**config.mk**
```make
export PLATFORM = sky130hd
export DESIGN_NAME = prio_lvl_sel
export DESIGN_NICKNAME = d
export VERILOG_FILES = /design/src/rtl/prio_sel_pkg.sv /design/src/rtl/prio_pend_merge.sv /design/src/rtl/prio_lvl_scan.sv /design/src/rtl/prio_nest_gate.sv /design/src/rtl/prio_lvl_sel.sv
export SDC_FILE = /design/constraint.sdc
export NUM_CORES = 1
export LEC_CHECK = 0
export ABC_AREA = 1
export BUFFER_PORTS_ARGS = -buffer_cell sky130_fd_sc_hd__buf_2
export CORE_MARGIN = 2
export CORE_UTILIZATION = 43
export CTS_BUF_LIST = sky130_fd_sc_hd__clkbuf_8
export DETAILED_ROUTE_END_ITERATION = 7
export GPL_TIMING_DRIVEN = 0
export HOLD_SLACK_MARGIN = 0.15
export PLACE_DENSITY = 0.88
export SYNTH_ARGS = -nofsm -noshare
export SYNTH_HDL_FRONTEND = slang
export SYNTH_SLANG_ARGS = --single-unit
```
**constraint.sdc**
```tcl
create_clock -name clk -period 3.32 [get_ports clk]
set_input_delay 0.664 -clock clk [delete_from_list [all_inputs] [get_ports clk]]
set_output_delay 0.664 -clock clk [all_outputs]
set_load 0.02 [all_outputs]
```
**src/rtl/prio_sel_pkg.sv**
```systemverilog
package prio_sel_pkg;

  // Action chosen by the selector for the coming edge
  typedef enum logic [1:0] {
    SEL_HOLD  = 2'd0,
    SEL_CLEAR = 2'd1,
    SEL_LOAD  = 2'd2
  } sel_act_e;

endpackage

```
**src/rtl/prio_pend_merge.sv**
```systemverilog
module prio_pend_merge #(
  parameter int NLVL    = 16,
  parameter int TMR_LVL = 14
) (
  input  logic [NLVL-1:0] ext_lvl,
  input  logic [NLVL:0]   soft_reg,
  output logic [NLVL-1:0] pend
);

  logic             tmr_hit;
  logic [NLVL-1:0]  soft_lvls;
  logic [NLVL-1:0]  tmr_vec;

  // bit 0 of the soft register is a timer flag, not a level request
  assign soft_lvls = {soft_reg[NLVL-1:1], 1'b0};
  assign tmr_hit   = soft_reg[0] | soft_reg[NLVL];
  assign tmr_vec   = tmr_hit ? (NLVL'(1) << TMR_LVL) : '0;
  assign pend      = ext_lvl | soft_lvls | tmr_vec;

endmodule

```
**src/rtl/prio_lvl_scan.sv**
```systemverilog
module prio_lvl_scan #(
  parameter int NLVL  = 16,
  localparam int LVL_W = $clog2(NLVL)
) (
  input  logic [NLVL-1:0]  pend,
  input  logic [LVL_W-1:0] thr,
  output logic             hit,
  output logic [LVL_W-1:0] win_lvl
);

  logic [NLVL-1:0] qual;

  // only levels strictly above the threshold qualify
  for (genvar g = 0; g < NLVL; g++) begin : g_qual
    assign qual[g] = pend[g] & (LVL_W'(g) > thr);
  end

  assign hit = |qual;

  // upward scan so the highest qualifying level overwrites lower ones
  always_comb begin
    win_lvl = '0;
    for (int i = 0; i < NLVL; i++) begin
      if (qual[i]) win_lvl = LVL_W'(i);
    end
  end

endmodule

```
**src/rtl/prio_nest_gate.sv**
```systemverilog
module prio_nest_gate #(
  parameter int          TT_W     = 9,
  parameter int          TL_W     = 3,
  parameter logic [8:0]  BASE_TT  = 9'h040,
  parameter logic [8:0]  GRP_MASK = 9'h1F0
) (
  input  logic [TL_W-1:0] trap_lvl,
  input  logic [TT_W-1:0] svc_tt,
  input  logic [TT_W-1:0] new_tt,
  output logic            blocked
);

  logic in_trap;
  logic in_grp;
  logic outranks;

  assign in_trap  = |trap_lvl;
  assign in_grp   = (svc_tt & TT_W'(GRP_MASK)) == TT_W'(BASE_TT);
  assign outranks = svc_tt > new_tt;
  assign blocked  = in_trap & in_grp & outranks;

endmodule

```
**src/rtl/prio_lvl_sel.sv**
```systemverilog
module prio_lvl_sel
  import prio_sel_pkg::*;
#(
  parameter int         NLVL     = 16,
  parameter int         TMR_LVL  = 14,
  parameter int         TT_W     = 9,
  parameter int         TL_W     = 3,
  parameter logic [8:0] BASE_TT  = 9'h040,
  parameter logic [8:0] GRP_MASK = 9'h1F0,
  localparam int        LVL_W    = $clog2(NLVL)
) (
  input  logic             clk,
  input  logic             rst_n,
  input  logic [NLVL-1:0]  ext_lvl,
  input  logic [NLVL:0]    soft_reg,
  input  logic [LVL_W-1:0] thr,
  input  logic             glb_en,
  input  logic             vec_busy,
  input  logic [TL_W-1:0]  trap_lvl,
  input  logic [TT_W-1:0]  svc_tt,
  output logic             irq_req,
  output logic [TT_W-1:0]  irq_tt,
  output logic [LVL_W-1:0] irq_lvl
);

  logic [NLVL-1:0]  pend;
  logic             hit;
  logic [LVL_W-1:0] win_lvl;
  logic [TT_W-1:0]  new_tt;
  logic             blocked;
  sel_act_e         act;

  logic             req_q,  req_d;
  logic [TT_W-1:0]  tt_q,   tt_d;
  logic [LVL_W-1:0] lvl_q,  lvl_d;
  logic             upd_en;

  prio_pend_merge #(.NLVL(NLVL), .TMR_LVL(TMR_LVL)) u_merge (
    .ext_lvl  (ext_lvl),
    .soft_reg (soft_reg),
    .pend     (pend)
  );

  prio_lvl_scan #(.NLVL(NLVL)) u_scan (
    .pend    (pend),
    .thr     (thr),
    .hit     (hit),
    .win_lvl (win_lvl)
  );

  assign new_tt = TT_W'(BASE_TT) | TT_W'(win_lvl);

  prio_nest_gate #(
    .TT_W(TT_W), .TL_W(TL_W), .BASE_TT(BASE_TT), .GRP_MASK(GRP_MASK)
  ) u_gate (
    .trap_lvl (trap_lvl),
    .svc_tt   (svc_tt),
    .new_tt   (new_tt),
    .blocked  (blocked)
  );

  // decision: vector busy freezes, no qualifier or disable clears
  always_comb begin
    if (vec_busy)            act = SEL_HOLD;
    else if (!hit)           act = SEL_CLEAR;
    else if (!glb_en)        act = SEL_CLEAR;
    else if (blocked)        act = SEL_HOLD;
    else if (new_tt != tt_q) act = SEL_LOAD;
    else                     act = SEL_HOLD;
  end

  // next-state values
  always_comb begin
    upd_en = (act != SEL_HOLD);
    req_d  = 1'b0;
    tt_d   = '0;
    lvl_d  = '0;
    if (act == SEL_LOAD) begin
      req_d = 1'b1;
      tt_d  = new_tt;
      lvl_d = win_lvl;
    end
  end

  always_ff @(posedge clk or negedge rst_n) begin
    if (!rst_n) begin
      req_q <= 1'b0;
      tt_q  <= '0;
      lvl_q <= '0;
    end else if (upd_en) begin
      req_q <= req_d;
      tt_q  <= tt_d;
      lvl_q <= lvl_d;
    end
  end

  assign irq_req = req_q;
  assign irq_tt  = tt_q;
  assign irq_lvl = lvl_q;

endmodule

```
==> impl_metrics.toml, run 1 <==
[floorplan]
die_w_um = 47.56
die_height_um = 47.56
initial_core_util_pct = 46.24
die_area_um2 = 2261
rows = 15
coreArea_um2 = 1764
io_pins = 67

[final_layout]
diodes = 0
fin_util_pct = 75.32
fin_area_um2 = 1329
area_growth_pct = 62.88
nets = 269
drive_above_1_share_pct = 47.87
fillers = 147

[synth]
synth_common_cells = "nand2_1 (42), inv_1 (19), nor2_1 (14)"
yosysUniqueCellTypes = 26
synth_top_area_cell = "nand2_1"
syn_area_um2 = 815.8
ys_ff_latch = 5
synth_ff_type = "dfrtp_1"
synth_top_area_share_pct = 19.33
synth_area_leaders = "nand2_1 (19%), dfrtp_1 (15%), inv_1 (8.7%)"
synthCells = 140
synth_most_common_cell = "nand2_1"
seq_area_frac_synth_pct = 15.34
synth_async_sr_flop_share_pct = 100.0
ys_warn_count = 0
syn_avg_cell_area_um2 = 5.827
synth-edff-count = 0

[timing]
fin_crit_sh_pct = 94.24
finalHoldViolations = 0
skew_ps = 4.183
slew_viol_final = 0
finalSetupViolations = 0
clock.fmax_mhz = 319.6
rsz0062_at_grt = "true"
period_minus_slack_ps = 3129

[worst_setup_path]
reg2reg_depth = 10
worst-setup-path-type = "in -> reg"
worstPathRequired_ps = 3420
worstPathArrival_ps = 3230
reg2reg_from = "irq_tt[3]"
worstReg2RegEnd = "irq_lvl[2]"
rrSetupSlack_ps = 1880
start_kind = "input port"
crit_path_end_kind = "register"
critPathMaxFanout = 5

[min_path]
hp-class = "in -> async"

[placed_design]
placed_cell_area_um2 = 1164
hpwl_mm = 2.008
place.gp.congestion = 0.8593
port_buffers = 61

[pwr]
power_density_nw_per_um2 = 272.2
leakage_nw = 0.7729
vdd_drop_max_uv = 221.5

[clock_network]
cts_made_buffers = 3
ctsHoldBuffers = 0
cts_tree = "done"
clkLatencyLatePin_ps = 220
cts_max_level = 1
clockBufferDepth = 2
clkSinkCount = 5
cts-root-buf = "clkbuf_8"
clk_pin_slew_ps = 40

[run]
max-cap-violations = 0

[grt]
grt_pass1_vias = 1026
gr-usage-all-layers_pct = 21.13
grt_max_degree = 8
grt_pass1_wl_mm = 3.608
grt-ovfl-total = 0
antenna_found_initial = 0

[route]
viasPerCell = 4.788
firstDrtPassIters = 4
routed_wl_mm = 2.390
drt_iter0_drc = 17
drt_drc_violations_left = 0
ant_nets = 0
wl_per_cell_um = 10.13
num_vias = 1130

[status]
outcome = "complete, no violations"
==> kinds of logic after synthesis <==
| group | after synthesis | share of synthesized area (%) |
|---|---|---|
| buffers and inverters | 29 | 17.48 |
| DFF | 5 | 15.34 |
| and+or+nand+nor | 80 | 43.56 |
| AOI/OAI and AO/OA | 20 | 15.95 |
| other | 1 | 0.4597 |
| adders and majority gates | 4 | 6.135 |
| xor gates and xnor gates | 1 | 1.074 |
==> critical path, stage by stage <==
cell      delay [ps]
buf_2            130
nor2_4           110
nand2_2           60
nor2_2           110
nand2_1           60
nand2_1           50
nand2_1           40
nand2_1           60
nand2_1           50
nand2_1           60
nand2_1           50
nand2_1           70
nand2_1           40
nand2_1           60
nand2_1           50
nand2_1           70
nand2_2           70
nand2_4          100
ha_4             130
nor2_2            30
nor2_1            90
nor2_1            50
o21a_1           180
o2111a_1         280
nor3_4           300
nand2_4          110
nand3_2           80
nand2_1           60
==> metrics by stage <==
step	setup TNS [ps]	worst slack, ps	instances	power (mW)	hold WS [ps]
after global placement	-1227	-260.6	229	0.2300	475.8
final	0	191.3	236	0.3617	251.5
after global routing	-101.2	-35.40	236	0.3888	250.5
after floorplan	0	150.6	143	0.1759	368.4
after detailed placement	-1709	-374.2	229	0.2369	481.3
after CTS	0	48.53	233	0.3456	251.9
==> layout by cell type (no fill, tap or decap), types with 4 or more instances in the layout <==
cell type / n
buf_4: 12
o21ai_0: 6
nand2_2: 5
inv_1: 17
conb_1: 4
buf_2: 59
nand2_1: 39
nor2_2: 5
nand3_1: 7
nand3_2: 4
dfrtp_1: 5
nor2_1: 11
inv_2: 4
==> area by class of cell <==
cell class,instances,area (um^2),share of cell area (%)
Clock inverter,1,3.754,0.2825
Tap cell,25,31.28,2.354
Multi-Input combinational cell,109,640.6,48.21
Timing Repair Buffer,64,344.1,25.89
Sequential cell,5,125.1,9.416
Clock buffer,3,41.29,3.107
Buffer,9,67.56,5.085
Inverter,20,75.07,5.650
==> registers in the layout, summed over array words and instances, names as in the netlist <==
signal,cells
irq_lvl,3
irq_tt,2
==> report_power, final <==
group	internal [mW]	switching [mW]
clock network	0.0791	0.0285
registers	0.0691	0.0114
logic	0.0787	0.0948
==> layer usage <==
layer,global-route usage (%),wire (um),vias to the layer above
li1,-,-,585
met2,43.78,1289,55
met5,0,0,-
met3,2.264,161,8
met4,5.946,55,0
met1,21.75,883,482
==> how the worst max path moves through the flow <==
stage	from	end	slack, ps
5_1_grt	thr[0]	irq_lvl[1]	-40
6_report	thr[0]	irq_lvl[2]	190
4_1_cts	thr[3]	irq_lvl[2]	50
2_1_floorplan	thr[3]	irq_lvl[0]	150
3_3_place_gp	thr[3]	irq_lvl[0]	-260
3_5_place_dp	thr[3]	irq_lvl[2]	-370
==> repair_timing <==
action,in CTS,in global routing
setup buffers,0,3
gates resized for setup,1,26
cloned,0,0
setup endpoints to repair,5,5
pin swaps,0,15
(Power assumes the default switching activity.)
==> run 2, diff against run 1 <==
ABC_AREA = not set   (was 1)
CORE_UTILIZATION = 47   (was 43)
PLACE_DENSITY = 0.89   (was 0.88)
==> run 2 against run 1 <==
Compared with the run above: routed wire length rose by 19%; cell count fell by 8.9%; first-iteration DRC count did not move; critical path depth fell by 14; die area rose by 11%; largest power group unchanged; highest routed layer unchanged.
==> impl_metrics.toml, run 2 <==
[final_layout]
drive_above_1_share_pct = 54.26
seq_area_um2 = 125.1
final_cell_mix = "buf_2 (59), nor2_1 (15), buf_4 (11)"
multiInputGateArea_um2 = 805.8
area_growth_pct = 43.30
nets = 246
final_common_cell = "buf_2"
diodes = 0
largest_reg_flops = 3
fillers = 172

[worst_setup_path]
start_kind = "input port"
critPathTopFamily = "compound AO/OA/AOI/OAI gates"
crit_path_end_kind = "register"
critical_path_buf_inv_count = 2
worst-setup-path-type = "in -> reg"
crit_chain = "buf_2 -> buf_4 -> a211o_1 -> or2_0 -> a221oi_2 -> o211ai_1 -> nand2_2 -> ha_1 -> a41oi_1 -> nand4_1 -> o21ai_2 -> nand2b_4 -> o21ba_4 -> a21o_2"
worstPathRequired_ps = 3430
slowest_delay_ps = 310
worstPathArrival_ps = 3310
critPathMaxFanout = 10
cp_slowest_cell = "a211o_1"

[grt]
grt_pass1_vias = 1091
antenna_found_initial = 0
grt_pass1_wl_mm = 4.326
grt_util_met3_pct = 2.121
grt_util_met2_pct = 40.57
grt-ovfl-total = 0
busiest_layer = "met2"
grt_use_met1_pct = 23.80
grt_max_degree = 11
gr-usage-all-layers_pct = 21.75

[timing]
skew_ps = 5.644
finalHoldViolations = 0
slew_viol_final = 0
rsz0062_at_grt = "false"
setup_slack_ps = 124.9
fin_crit_sh_pct = 96.24
period_minus_slack_ps = 3195
finalSetupViolations = 0
clock.fmax_mhz = 313.0

[clock_network]
cts_tree = "done"
clockBufferDepth = 2
clkSinkCount = 5
cts_max_level = 1
clkLatencyLatePin_ps = 230
cts-root-buf = "clkbuf_8"
clk_pin_slew_ps = 40
cts_made_buffers = 3

[route]
ant_nets = 0
wl_per_cell_um = 13.19
num_vias = 1194
firstDrtPassIters = 4
drt_drc_violations_left = 0
routed_wl_mm = 2.836
drt_iter0_drc = 17
viasPerCell = 5.553

[synth]
syn_avg_cell_area_um2 = 8.194
synth_ff_type = "dfrtp_1"
synth_top_area_share_pct = 12.52
seq_area_frac_synth_pct = 12.52
synthCells = 122
synth-edff-count = 0
synth_area_leaders = "dfrtp_1 (13%), buf_4 (8.3%), nor2_1 (5.6%)"
ys_ff_latch = 5
synth_common_cells = "nor2_1 (15), buf_4 (11), a21oi_1 (6), nand2_1 (6), dfrtp_1 (5)"
ys_warn_count = 0
synth_most_common_cell = "nor2_1"
synth_async_sr_flop_share_pct = 100.0
synth_top_area_cell = "dfrtp_1"
syn_area_um2 = 999.7
yosysUniqueCellTypes = 53

[placed_design]
place.gp.congestion = 0.7928
place_ws_ps = -309.4
hpwl_mm = 2.268
port_buffers = 59

[status]
outcome = "complete, no violations"

[pwr]
power_density_nw_per_um2 = 282.5
design_power_total_mw = 0.4048
leakage_nw = 0.7134
vdd_drop_max_uv = 170.4

[floorplan]
die_area_um2 = 2512
io_pins = 67
coreArea_um2 = 1982
die_height_um = 50.12
rows = 16
initial_core_util_pct = 50.44
die_w_um = 50.12

[run]
max-cap-violations = 0

[min_path]
hp-class = "in -> async"
==> run 2: cell types whose count changed after synthesis, moves of 3 or more <==
| cell | change |
|---|---|
| a211oi_1 | +3 |
| a21oi_1 | +3 |
| buf_6 | +3 |
| inv_1 | -16 |
| mux2i_1 | +3 |
| nand2_1 | -36 |
| nand3_1 | -9 |
| nor2_2 | -4 |
| nor2b_1 | +3 |
| o21ai_0 | -3 |
| o221ai_1 | -3 |
| or2_2 | +3 |
==> run 2: per-stage QoR <==
step	instances	hold WS (ps)	util (%)	area, um^2	setup TNS (ps)
3_3_place_gp	211	477.4	67.61	1340	-951.5
6_report	215	242.0	72.29	1433	0
2_1_floorplan	125	368.4	-	1011	0
4_1_cts	216	248.1	70.27	1393	0
3_5_place_dp	211	485.7	67.61	1340	-1162
5_1_grt	215	246.7	72.29	1433	0
==> run 2: cells by family (layout without fill, tap and decap cells) <==
| logic type | after synthesis | count (layout) | synth area share [%] |
|---|---|---|---|
| flops | 5 | 5 | 12.52 |
| fa+ha+maj | 4 | 4 | 5.006 |
| other cells | 1 | 4 | 0.3751 |
| buf+inv | 17 | 80 | 12.77 |
| compound gates | 42 | 42 | 34.92 |
| xor+xnor | 2 | 2 | 3.255 |
| simple gates | 48 | 48 | 28.16 |
| mux | 3 | 3 | 3.004 |
==> run 2: power by group <==
part / internal [mW] / switching (mW) / leakage, nW / total (mW)
clock: 0.0797 / 0.0348 / 0.0269 / 0.114
sequential: 0.0708 / 0.0181 / 0.0586 / 0.0889
combinational: 0.0973 / 0.104 / 0.628 / 0.201
==> run 2: repair_timing <==
action	CTS	global route
setup buffers	1	0
gates resized for setup	1	10
setup endpoints to repair	3	5
hold buffers	0	0
pin swaps	1	6
==> run 2: layout make-up <==
type	count	area share [%]
clock buffers	3	2.882
repair buffers	60	21.14
well taps	27	2.358
inverters	3	0.7860
plain buffers	13	7.598
clock inverters	1	0.2620
multi-input cells	103	56.24
flip-flops and latches	5	8.734
==> run 2: worst paths after layout <==
kind                                 from          to  slack, ps  depth (start not counted)
max in group asynchronous           rst_n  irq_lvl[2]       2940                          1
worst min register to register  irq_tt[6]   irq_tt[6]        570                          1
min in group clk                irq_tt[6]   irq_tt[6]        570                          1
worst min-delay path                rst_n  irq_lvl[1]        240                          1
worst max register to register  irq_tt[3]  irq_lvl[2]       1820                          4
worst max-delay path               thr[1]   irq_tt[6]        120                         14
==> run 2: per-layer routing <==
| layer | up-vias | routed length [um] |
|---|---|---|
| met5 | - | 0 |
| met1 | 546 | 1095 |
| met4 | 0 | 69 |
| met3 | 9 | 192 |
| met2 | 61 | 1478 |
| li1 | 578 | - |
